<file path="config.mk">
export PLATFORM = sky130hd
export DESIGN_NAME = mmio_terminal
export DESIGN_NICKNAME = d
export VERILOG_FILES = /design/src/rtl/term_pkg.sv /design/src/rtl/term_rst_sync.sv /design/src/rtl/term_addr_dec.sv /design/src/rtl/term_rx_side.sv /design/src/rtl/term_tx_side.sv /design/src/rtl/mmio_terminal.sv
export SDC_FILE = /design/constraint.sdc
export NUM_CORES = 1
export LEC_CHECK = 0
export BUFFER_PORTS_ARGS = -buffer_cell sky130_fd_sc_hd__buf_2
export CAP_MARGIN = 20
export CORE_MARGIN = 3
export CORE_UTILIZATION = 30
export CTS_BUF_LIST = sky130_fd_sc_hd__clkbuf_16
export DETAILED_ROUTE_END_ITERATION = 8
export PLACE_DENSITY = 0.73
export SYNTH_ARGS = -nofsm -noshare
export SYNTH_HDL_FRONTEND = slang
export SYNTH_SLANG_ARGS = --single-unit
</file>
<file path="constraint.sdc">
create_clock -name clk -period 2.36 [get_ports clk]
set_clock_uncertainty 0.15 [all_clocks]
set_input_delay 0.472 -clock clk [delete_from_list [all_inputs] [get_ports clk]]
set_output_delay 0.472 -clock clk [all_outputs]
set_load 0.05 [all_outputs]
</file>
<file path="src/rtl/term_pkg.sv">
package term_pkg;

  typedef enum logic [2:0] {
    SEL_NONE,
    SEL_RX_CTRL,
    SEL_RX_DATA,
    SEL_TX_CTRL,
    SEL_TX_DATA
  } term_sel_e;

  typedef struct packed {
    term_sel_e sel;
    logic      rd;
    logic      wr;
  } term_acc_t;

  // word offsets inside the window; software depends on them
  localparam int unsigned OFS_RX_CTRL = 0;
  localparam int unsigned OFS_RX_DATA = 4;
  localparam int unsigned OFS_TX_CTRL = 8;
  localparam int unsigned OFS_TX_DATA = 12;

  // control word bit positions
  localparam int unsigned BIT_READY   = 0;
  localparam int unsigned BIT_IE      = 1;
  localparam int unsigned BIT_OVERRUN = 2;

endpackage

</file>
<file path="src/rtl/term_rst_sync.sv">
module term_rst_sync #(
  parameter int unsigned STAGES = 2
) (
  input  logic clk,
  input  logic rst_n,
  output logic rst_n_sync
);
  logic [STAGES-1:0] chain_q;
  logic [STAGES-1:0] chain_d;

  generate
    if (STAGES == 1) begin : g_one
      always_comb chain_d = 1'b1;
    end else begin : g_many
      always_comb chain_d = {chain_q[STAGES-2:0], 1'b1};
    end
  endgenerate

  always_ff @(posedge clk or negedge rst_n) begin
    if (!rst_n) chain_q <= '0;
    else        chain_q <= chain_d;
  end

  assign rst_n_sync = chain_q[STAGES-1];
endmodule

</file>
<file path="src/rtl/term_addr_dec.sv">
module term_addr_dec
  import term_pkg::*;
#(
  parameter int unsigned          ADDR_W = 32,
  parameter logic [ADDR_W-1:0]    BASE   = 32'hFFFF_0000
) (
  input  logic              req,
  input  logic              we,
  input  logic [ADDR_W-1:0] addr,
  output term_acc_t         acc
);
  localparam logic [ADDR_W-1:0] A_RXC = BASE + ADDR_W'(OFS_RX_CTRL);
  localparam logic [ADDR_W-1:0] A_RXD = BASE + ADDR_W'(OFS_RX_DATA);
  localparam logic [ADDR_W-1:0] A_TXC = BASE + ADDR_W'(OFS_TX_CTRL);
  localparam logic [ADDR_W-1:0] A_TXD = BASE + ADDR_W'(OFS_TX_DATA);

  term_sel_e sel;

  always_comb begin
    sel = SEL_NONE;
    if (req) begin
      if      (addr == A_RXC) sel = SEL_RX_CTRL;
      else if (addr == A_RXD) sel = SEL_RX_DATA;
      else if (addr == A_TXC) sel = SEL_TX_CTRL;
      else if (addr == A_TXD) sel = SEL_TX_DATA;
    end
  end

  always_comb begin
    acc.sel = sel;
    acc.rd  = (sel != SEL_NONE) && !we;
    acc.wr  = (sel != SEL_NONE) && we;
  end
endmodule

</file>
<file path="src/rtl/term_rx_side.sv">
module term_rx_side #(
  parameter int unsigned CHAR_W = 8
) (
  input  logic              clk,
  input  logic              rst_n,
  input  logic              dev_valid,
  input  logic [CHAR_W-1:0] dev_char,
  input  logic              data_rd,
  input  logic              ctrl_wr,
  input  logic              ie_in,
  output logic              ready,
  output logic              ie,
  output logic              overrun,
  output logic [CHAR_W-1:0] data
);
  logic              ready_d, ie_d, ovr_d;
  logic [CHAR_W-1:0] data_d;
  logic              data_en;

  always_comb begin
    ready_d = ready;
    ovr_d   = overrun;
    data_en = dev_valid;
    data_d  = dev_char;
    ie_d    = ctrl_wr ? ie_in : ie;
    if (dev_valid) begin
      ready_d = 1'b1;
      if (ready && !data_rd) ovr_d = 1'b1;
    end else if (data_rd) begin
      ready_d = 1'b0;
    end
  end

  always_ff @(posedge clk or negedge rst_n) begin
    if (!rst_n) begin
      ready   <= 1'b0;
      ie      <= 1'b0;
      overrun <= 1'b0;
    end else begin
      ready   <= ready_d;
      ie      <= ie_d;
      overrun <= ovr_d;
    end
  end

  always_ff @(posedge clk or negedge rst_n) begin
    if (!rst_n)       data <= '0;
    else if (data_en) data <= data_d;
  end
endmodule

</file>
<file path="src/rtl/term_tx_side.sv">
module term_tx_side #(
  parameter int unsigned CHAR_W = 8
) (
  input  logic              clk,
  input  logic              rst_n,
  input  logic              data_wr,
  input  logic [CHAR_W-1:0] wr_char,
  input  logic              ctrl_wr,
  input  logic              ie_in,
  input  logic              dev_done,
  output logic              ready,
  output logic              ie,
  output logic [CHAR_W-1:0] char_q
);
  logic ready_d, ie_d, char_en;

  always_comb begin
    ready_d = ready;
    char_en = 1'b0;
    ie_d    = ctrl_wr ? ie_in : ie;
    if (!ready) begin
      if (dev_done) ready_d = 1'b1;
    end else if (data_wr) begin
      ready_d = 1'b0;
      char_en = 1'b1;
    end
  end

  always_ff @(posedge clk or negedge rst_n) begin
    if (!rst_n) begin
      ready <= 1'b1;
      ie    <= 1'b0;
    end else begin
      ready <= ready_d;
      ie    <= ie_d;
    end
  end

  always_ff @(posedge clk or negedge rst_n) begin
    if (!rst_n)       char_q <= '0;
    else if (char_en) char_q <= wr_char;
  end
endmodule

</file>
<file path="src/rtl/mmio_terminal.sv">
module mmio_terminal
  import term_pkg::*;
#(
  parameter int unsigned       ADDR_W     = 32,
  parameter int unsigned       DATA_W     = 32,
  parameter int unsigned       CHAR_W     = 8,
  parameter int unsigned       RST_STAGES = 2,
  parameter logic [ADDR_W-1:0] BASE       = 32'hFFFF_0000
) (
  input  logic              clk,
  input  logic              rst_n,
  input  logic              bus_req,
  input  logic              bus_we,
  input  logic [ADDR_W-1:0] bus_addr,
  input  logic [DATA_W-1:0] bus_wdata,
  output logic [DATA_W-1:0] bus_rdata,
  input  logic              kb_valid,
  input  logic [CHAR_W-1:0] kb_char,
  output logic [CHAR_W-1:0] disp_char,
  output logic              disp_valid,
  input  logic              disp_done,
  output logic              irq
);
  term_acc_t         acc;
  logic              rst_n_sync;
  logic              rx_data_rd, rx_ctrl_wr, tx_ctrl_wr, tx_data_wr;
  logic              rx_rdy, rx_ie, rx_ovr, tx_rdy, tx_ie;
  logic [CHAR_W-1:0] rx_data;
  logic              unused_wdata;

  assign unused_wdata = ^bus_wdata[DATA_W-1:CHAR_W];

  term_rst_sync #(.STAGES(RST_STAGES)) u_rst (
    .clk(clk), .rst_n(rst_n), .rst_n_sync(rst_n_sync)
  );

  term_addr_dec #(.ADDR_W(ADDR_W), .BASE(BASE)) u_dec (
    .req(bus_req), .we(bus_we), .addr(bus_addr), .acc(acc)
  );

  assign rx_data_rd = acc.rd && (acc.sel == SEL_RX_DATA);
  assign rx_ctrl_wr = acc.wr && (acc.sel == SEL_RX_CTRL);
  assign tx_ctrl_wr = acc.wr && (acc.sel == SEL_TX_CTRL);
  assign tx_data_wr = acc.wr && (acc.sel == SEL_TX_DATA);

  term_rx_side #(.CHAR_W(CHAR_W)) u_rx (
    .clk(clk), .rst_n(rst_n_sync),
    .dev_valid(kb_valid), .dev_char(kb_char),
    .data_rd(rx_data_rd), .ctrl_wr(rx_ctrl_wr), .ie_in(bus_wdata[BIT_IE]),
    .ready(rx_rdy), .ie(rx_ie), .overrun(rx_ovr), .data(rx_data)
  );

  term_tx_side #(.CHAR_W(CHAR_W)) u_tx (
    .clk(clk), .rst_n(rst_n_sync),
    .data_wr(tx_data_wr), .wr_char(bus_wdata[CHAR_W-1:0]),
    .ctrl_wr(tx_ctrl_wr), .ie_in(bus_wdata[BIT_IE]),
    .dev_done(disp_done),
    .ready(tx_rdy), .ie(tx_ie), .char_q(disp_char)
  );

  always_comb begin
    bus_rdata = '0;
    if (acc.rd) begin
      unique case (acc.sel)
        SEL_RX_CTRL: begin
          bus_rdata[BIT_READY]   = rx_rdy;
          bus_rdata[BIT_IE]      = rx_ie;
          bus_rdata[BIT_OVERRUN] = rx_ovr;
        end
        SEL_RX_DATA: bus_rdata[CHAR_W-1:0] = rx_data;
        SEL_TX_CTRL: begin
          bus_rdata[BIT_READY] = tx_rdy;
          bus_rdata[BIT_IE]    = tx_ie;
        end
        default: bus_rdata = '0;
      endcase
    end
  end

  assign disp_valid = !tx_rdy;
  assign irq        = (rx_ie && rx_rdy) || (tx_ie && tx_rdy);
endmodule

</file>
==> flow_metrics.env, run 1 <==
export IMPL_finalSetupViolations=8
export IMPL_crit_buf_inv=3
export IMPL_yosysWarningCount=0
export IMPL_cts_tree="built"
export IMPL_cp_arrival_ns=2.04
export IMPL_crit_family="simple AND/OR/NAND/NOR gates"
export IMPL_rows=23
export IMPL_area_growth_pct=44.05
export IMPL_use_met2_pct=21.02
export IMPL_failed_checks="negative setup slack"
export IMPL_r2r_end="u_tx.char_q[0]$_DFFE_PN0P_"
export IMPL_hold_class="reg -> async"
export IMPL_fin_setup_tns_ns=-2.217
export IMPL_cpPeakStageDelay_ns=0.53
export IMPL_tightest_slew_ns=0.8490
export IMPL_syn_area_um2=1304
export IMPL_vias=1059
export IMPL_die_h_um=71.92
export IMPL_finalCriticalPeriod_ns=2.663
export IMPL_critical_path_slowest_cell="or4_4"
export IMPL_drv_slew=0
export IMPL_placedCellCount=242
export IMPL_power_mw=0.9549
export IMPL_cts_max_path_buffers=2
export IMPL_finish_instance_area_um2=1878
export IMPL_cts_max_level=1
export IMPL_clock_sinks=23
export IMPL_post_cts_buffers=0
export IMPL_syn_instance_count=121
export IMPL_drv_cap=0
export IMPL_ioPinCount=120
export IMPL_cts_buffers=3
export IMPL_drive_above_1_share_pct=56.35
export IMPL_grt_antenna_before_repair=0
export IMPL_postPlaceCellArea_um2=1703
export IMPL_place_gp_congestion=0.6918
export IMPL_path_max_fanout=6
export IMPL_cp_cell_sequence="buf_6 > or4_4 > nor4_4 > nand4_2 > buf_6 > nor2_4 > buf_6"
export IMPL_setup_worst_path_end="bus_rdata[7]"
export IMPL_final_common_cell="buf_2"
export IMPL_status="finished, violations left"
export IMPL_grt_overflow=0
export IMPL_ant_nets=0
export IMPL_finalHoldViolCount=0
export IMPL_startpoint="bus_addr[12]"
export IMPL_initial_core_util_pct=31.90
export IMPL_power_density_nw_per_um2=508.5
export IMPL_core_um2=4086
export IMPL_routed_wl_um=2782
export IMPL_final_cell_mix="buf_2 (61), conb_1 (25), dfrtp_1 (22)"
export IMPL_finalWorstSetupSlack_ns=-0.3028
export IMPL_final_util_pct=45.96
export IMPL_critPathKind="in -> out"
export IMPL_endpoint_kind="primary output"
export IMPL_met1_usage_pct=11.95
export IMPL_die_w_um=71.92
export IMPL_drc=0
export IMPL_drtIter0Drc=49
export IMPL_first_global_vias=1084
export IMPL_rsz0062_at_grt="true"
export IMPL_ys_seq_area_share_pct=44.24
export IMPL_track_usage_pct=10.83
export IMPL_io_buffers=71
export IMPL_fin_crit_sh_pct=112.8
export IMPL_grt_max_degree=22
export IMPL_hpwl_um=2299
export IMPL_rr_startpoint="u_tx.ready$_DFF_PN1_"
export IMPL_clk_latency_ns=0.25
export IMPL_max_slew_margin_rel_pct=43.40
export IMPL_ff2ff_path_depth=3
export IMPL_grt_pass1_wl_um=4554
export IMPL_n_antenna_cell=0
export IMPL_wl_per_cell_um=11.26
export IMPL_p_leak_nw=1.010
export IMPL_critPathRequiredTime_ns=1.74
export IMPL_start_kind="primary input"
export IMPL_ys_types=30
export IMPL_r2r_slack_ns=0.75
export IMPL_grt_use_met3_pct=3.463
export IMPL_clkTransAtPathRegs_ns=0.06
export IMPL_max_freq_mhz=375.5
export IMPL_avgSynthCellArea_um2=10.77
export IMPL_gr_max_usage_layer="met2"
export IMPL_nets=276
export IMPL_cts_root_buffer="clkbuf_16"
export IMPL_firstDrtPassIters=3
export IMPL_final_cells=247
export IMPL_crit_cells=7
export IMPL_die_area_um2=5172
export IMPL_ys_ff_latch=23
export IMPL_vdd_ir_drop_max_mv=0.5253
export IMPL_crit_path_frequent_cell="buf_6"
export IMPL_viasPerCell=4.287
==> state kept, by name (all words and copies together) (netlist names) <==
signal	cells
u_tx.ready	1
u_rx.overrun	1
u_tx.char_q	8
u_rst.chain_q	2
u_rx.ready	1
u_rx.data	8
u_rx.ie	1
u_tx.ie	1
==> worst reg2reg max path, delay by kind of cell (launching register included) <==
kind,cells,cell delay (ns)
flops,1,0.57
simple gates,2,0.43
mux,1,0.35
==> timing repair <==
item                       CTS  global route
hold endpoints to repair     2             0
pin swaps                    3             4
gates resized for setup     20             3
setup endpoints to repair    8             8
hold buffers                 1             0
==> report_power, final <==
group          leakage (nW)  internal (mW)  switching, mW
combinational         0.683         0.0512          0.125
sequential            0.287          0.409         0.0117
clock                0.0409          0.227          0.131
==> per-stage QoR <==
step | hold WS (ns) | setup WS [ns]
5_1_grt | 0.2104 | -0.3926
3_3_place_gp | 0.1085 | -0.4189
2_1_floorplan | 0.02641 | -0.4785
6_report | 0.1975 | -0.3028
3_5_place_dp | 0.1105 | -0.4359
4_1_cts | 0.2005 | -0.3443
==> final cells by class <==
type | instances | area (µm²)
inverters | 6 | 22.52
flip-flops and latches | 23 | 576.8
repair buffers | 77 | 473.0
clock buffers | 3 | 75.07
well taps | 50 | 62.56
multi-input cells | 87 | 663.1
clock inverters | 1 | 5.005
fillers | 402 | 2208
==> worst min path at each step <==
stage / to / start / cells past startpoint
2_1_floorplan: u_rst.chain_q[0]$_DFF_PN0_ / rst_n / 0
3_3_place_gp: u_rst.chain_q[0]$_DFF_PN0_ / rst_n / 1
3_5_place_dp: u_rst.chain_q[0]$_DFF_PN0_ / rst_n / 1
4_1_cts: u_rst.chain_q[1]$_DFF_PN0_ / u_rst.chain_q[0]$_DFF_PN0_ / 0
5_1_grt: u_rst.chain_q[1]$_DFF_PN0_ / u_rst.chain_q[0]$_DFF_PN0_ / 0
6_report: u_tx.ie$_DFFE_PN0P_ / u_rst.chain_q[1]$_DFF_PN0_ / 0
==> cells by family after synthesis <==
family | after synthesis | synth area share, %
flip-flops | 23 | 44.24
AND/OR/NAND/NOR | 35 | 19.48
other | 2 | 0.5760
AO/OA/AOI/OAI | 11 | 5.183
buffers and inverters | 34 | 16.70
multiplexers | 16 | 13.82
==> metal layers <==
layer,wire length (µm),share of wire [%]
met1,981,35
met2,1559,56
met3,241,8.7
met4,0,0
met5,0,0
==> Yosys cell counts <==
cell type	n	area (µm²)
nand4_2	1	12.51
o21ai_0	5	25.02
a21oi_1	2	10.01
nor4_1	1	6.260
dfrtp_1	22	550.5
mux2i_1	3	30.03
clkbuf_1	4	15.01
or4_4	2	22.52
a22o_1	1	8.760
nor2b_1	2	12.51
mux2_2	12	135.1
and3_1	1	6.260
conb_1	2	7.510
a31o_2	1	8.760
or4bb_1	1	11.26
nand4_1	4	25.02
buf_4	24	180.2
nor2_1	9	33.78
nand2_1	6	22.52
o21a_1	1	7.510
nand4b_1	1	8.760
nor4_4	2	42.54
nor3_1	2	10.01
inv_1	6	22.52
mux2_4	1	15.01
nand3_1	1	5.000
a21o_1	1	7.510
dfstp_2	1	26.28
or4b_4	1	13.76
nand4_4	1	21.27
Power figures use the tool's default switching activity.
==> run 2, diff against run 1 <==
--- a/config.mk
+++ b/config.mk
@@ -11,7 +11,7 @@
 export CORE_UTILIZATION = 30
 export CTS_BUF_LIST = sky130_fd_sc_hd__clkbuf_16
 export DETAILED_ROUTE_END_ITERATION = 8
-export PLACE_DENSITY = 0.73
+export PLACE_DENSITY = 0.7
 export SYNTH_ARGS = -nofsm -noshare
 export SYNTH_HDL_FRONTEND = slang
 export SYNTH_SLANG_ARGS = --single-unit
==> constraint.sdc (replaced) <==
create_clock -name clk -period 2.7 [get_ports clk]
set_clock_uncertainty 0.15 [all_clocks]
set_input_delay 0.54 -clock clk [delete_from_list [all_inputs] [get_ports clk]]
set_output_delay 0.54 -clock clk [all_outputs]
set_load 0.05 [all_outputs]
==> flow_metrics.env, run 2 (synthesis results as in run 1) <==
export IMPL_status="finished, violations left"
export IMPL_failed_checks="negative setup slack"
export IMPL_n_antenna_cell=0
export IMPL_drc=0
export IMPL_nets=277
export IMPL_fin_crit_sh_pct=103.9
export IMPL_cts_tree="built"
export IMPL_place_gp_congestion=0.6975
export IMPL_cts_buffers=3
export IMPL_reg_top3="u_rx.data x8, u_tx.char_q x8, u_rst.chain_q x2"
export IMPL_final_common_cell="buf_2"
export IMPL_finish_instance_area_um2=1903
export IMPL_die_w_um=71.92
export IMPL_cts_root_buffer="clkbuf_16"
export IMPL_track_usage_pct=11.01
export IMPL_cp_cell_sequence="buf_6 > or4b_4 > nor4_4 > buf_4 > nand2_4 > nor4_4 > buf_6"
export IMPL_hold_class="reg -> async"
export IMPL_firstDrtPassIters=4
export IMPL_drive_above_1_share_pct=56.06
export IMPL_post_cts_buffers=0
export IMPL_holdWs_ns=0.1992
export IMPL_clk_latency_ns=0.25
export IMPL_path_max_fanout=3
export IMPL_rsz0062_at_grt="true"
export IMPL_core_um2=4086
export IMPL_postPlaceCellArea_um2=1710
export IMPL_cts_max_level=1
export IMPL_final_cells=248
export IMPL_p_leak_nw=1.036
export IMPL_rows=23
export IMPL_fin_setup_tns_ns=-0.6575
export IMPL_clkTransAtPathRegs_ns=0.06
export IMPL_endpoint_kind="primary output"
export IMPL_startpoint="bus_addr[7]"
export IMPL_critical_path_slowest_cell="or4b_4"
export IMPL_wl_met3_um=227
export IMPL_vias=1072
export IMPL_grt_max_degree=22
export IMPL_ioPinCount=120
export IMPL_finalWorstSetupSlack_ns=-0.1065
export IMPL_viasPerCell=4.323
export IMPL_final_util_pct=46.57
export IMPL_r2r_slack_ns=1.09
export IMPL_grt_overflow=0
export IMPL_m1WireLength_um=1077
export IMPL_tightest_slew_ns=0.8419
export IMPL_finalSetupViolations=8
export IMPL_final_cell_mix="buf_2 (61), conb_1 (25), dfrtp_1 (22)"
export IMPL_die_area_um2=5172
export IMPL_area_growth_pct=45.97
export IMPL_first_global_vias=1068
export IMPL_drv_slew=0
export IMPL_rr_startpoint="u_tx.ready$_DFF_PN1_"
export IMPL_io_buffers=71
export IMPL_power_mw=0.8256
export IMPL_routed_wl_um=2823
export IMPL_grt_pass1_wl_um=4574
export IMPL_power_density_nw_per_um2=433.8
export IMPL_max_slew_margin_rel_pct=43.88
export IMPL_hpwl_um=2319
export IMPL_drv_cap=0
export IMPL_placedCellCount=243
export IMPL_die_h_um=71.92
export IMPL_cp_arrival_ns=2.12
export IMPL_drtIter0Drc=24
export IMPL_clock_sinks=23
export IMPL_wl_per_cell_um=11.38
export IMPL_top_layer="met4"
export IMPL_max_freq_mhz=356.3
export IMPL_finalHoldViolCount=0
export IMPL_cpPeakStageDelay_ns=0.54
export IMPL_finalCriticalPeriod_ns=2.807
export IMPL_vdd_ir_drop_max_mv=0.2578
export IMPL_initial_core_util_pct=31.90
export IMPL_start_kind="primary input"
export IMPL_grt_antenna_before_repair=0
export IMPL_dr_wl_met2_um=1513
export IMPL_critPathRequiredTime_ns=2.01
export IMPL_ant_nets=0
export IMPL_cts_max_path_buffers=2
export IMPL_critPathKind="in -> out"
export IMPL_dp_slack_ns=-0.2493
## run 2: final cells by class
| type | count | area [µm²] |
|---|---|---|
| clock buffer | 3 | 75.07 |
| clock inverter | 1 | 3.754 |
| fill | 386 | 2183 |
| inverter | 6 | 22.52 |
| multi-input combinational | 87 | 678.2 |
| sequential | 23 | 576.8 |
| tap | 50 | 62.56 |
| timing repair buffer | 78 | 484.2 |
## run 2: critical path, delay by kind of cell
family | cells | cell delay, ns
buf+inv | 3 | 0.46
simple gates | 4 | 1.12
## run 2: path summary, 6_finish.rpt
check                                             end  cells past startpoint
setup / recovery                         bus_rdata[2]                      7
hold / removal             u_tx.char_q[6]$_DFFE_PN0P_                      0
setup reg to reg           u_tx.char_q[0]$_DFFE_PN0P_                      3
hold reg to reg            u_tx.char_q[6]$_DFFE_PN0P_                      0
max in group asynchronous  u_tx.char_q[2]$_DFFE_PN0P_                      0
min in group clk           u_rst.chain_q[1]$_DFF_PN0_                      0
## run 2: per-layer routing
metal | track usage, % | up-vias
li1 | - | 520
met1 | 12.95 | 501
met2 | 20.00 | 49
met3 | 3.740 | 2
met4 | 1.253 | 0
met5 | 0 | -
## run 2: power breakdown
part,total (mW),switching (mW),internal [mW]
clock,0.304,0.107,0.197
sequential,0.368,0.0102,0.357
combinational,0.154,0.110,0.0439
total,0.826,0.227,0.598
## run 2: timing repair
action	CTS	global route
pin swaps	3	3
resized for setup	23	4
cloned	0	0
hold buffers	1	0
endpoints found under the setup margin	8	8
endpoints found under the hold margin	2	0
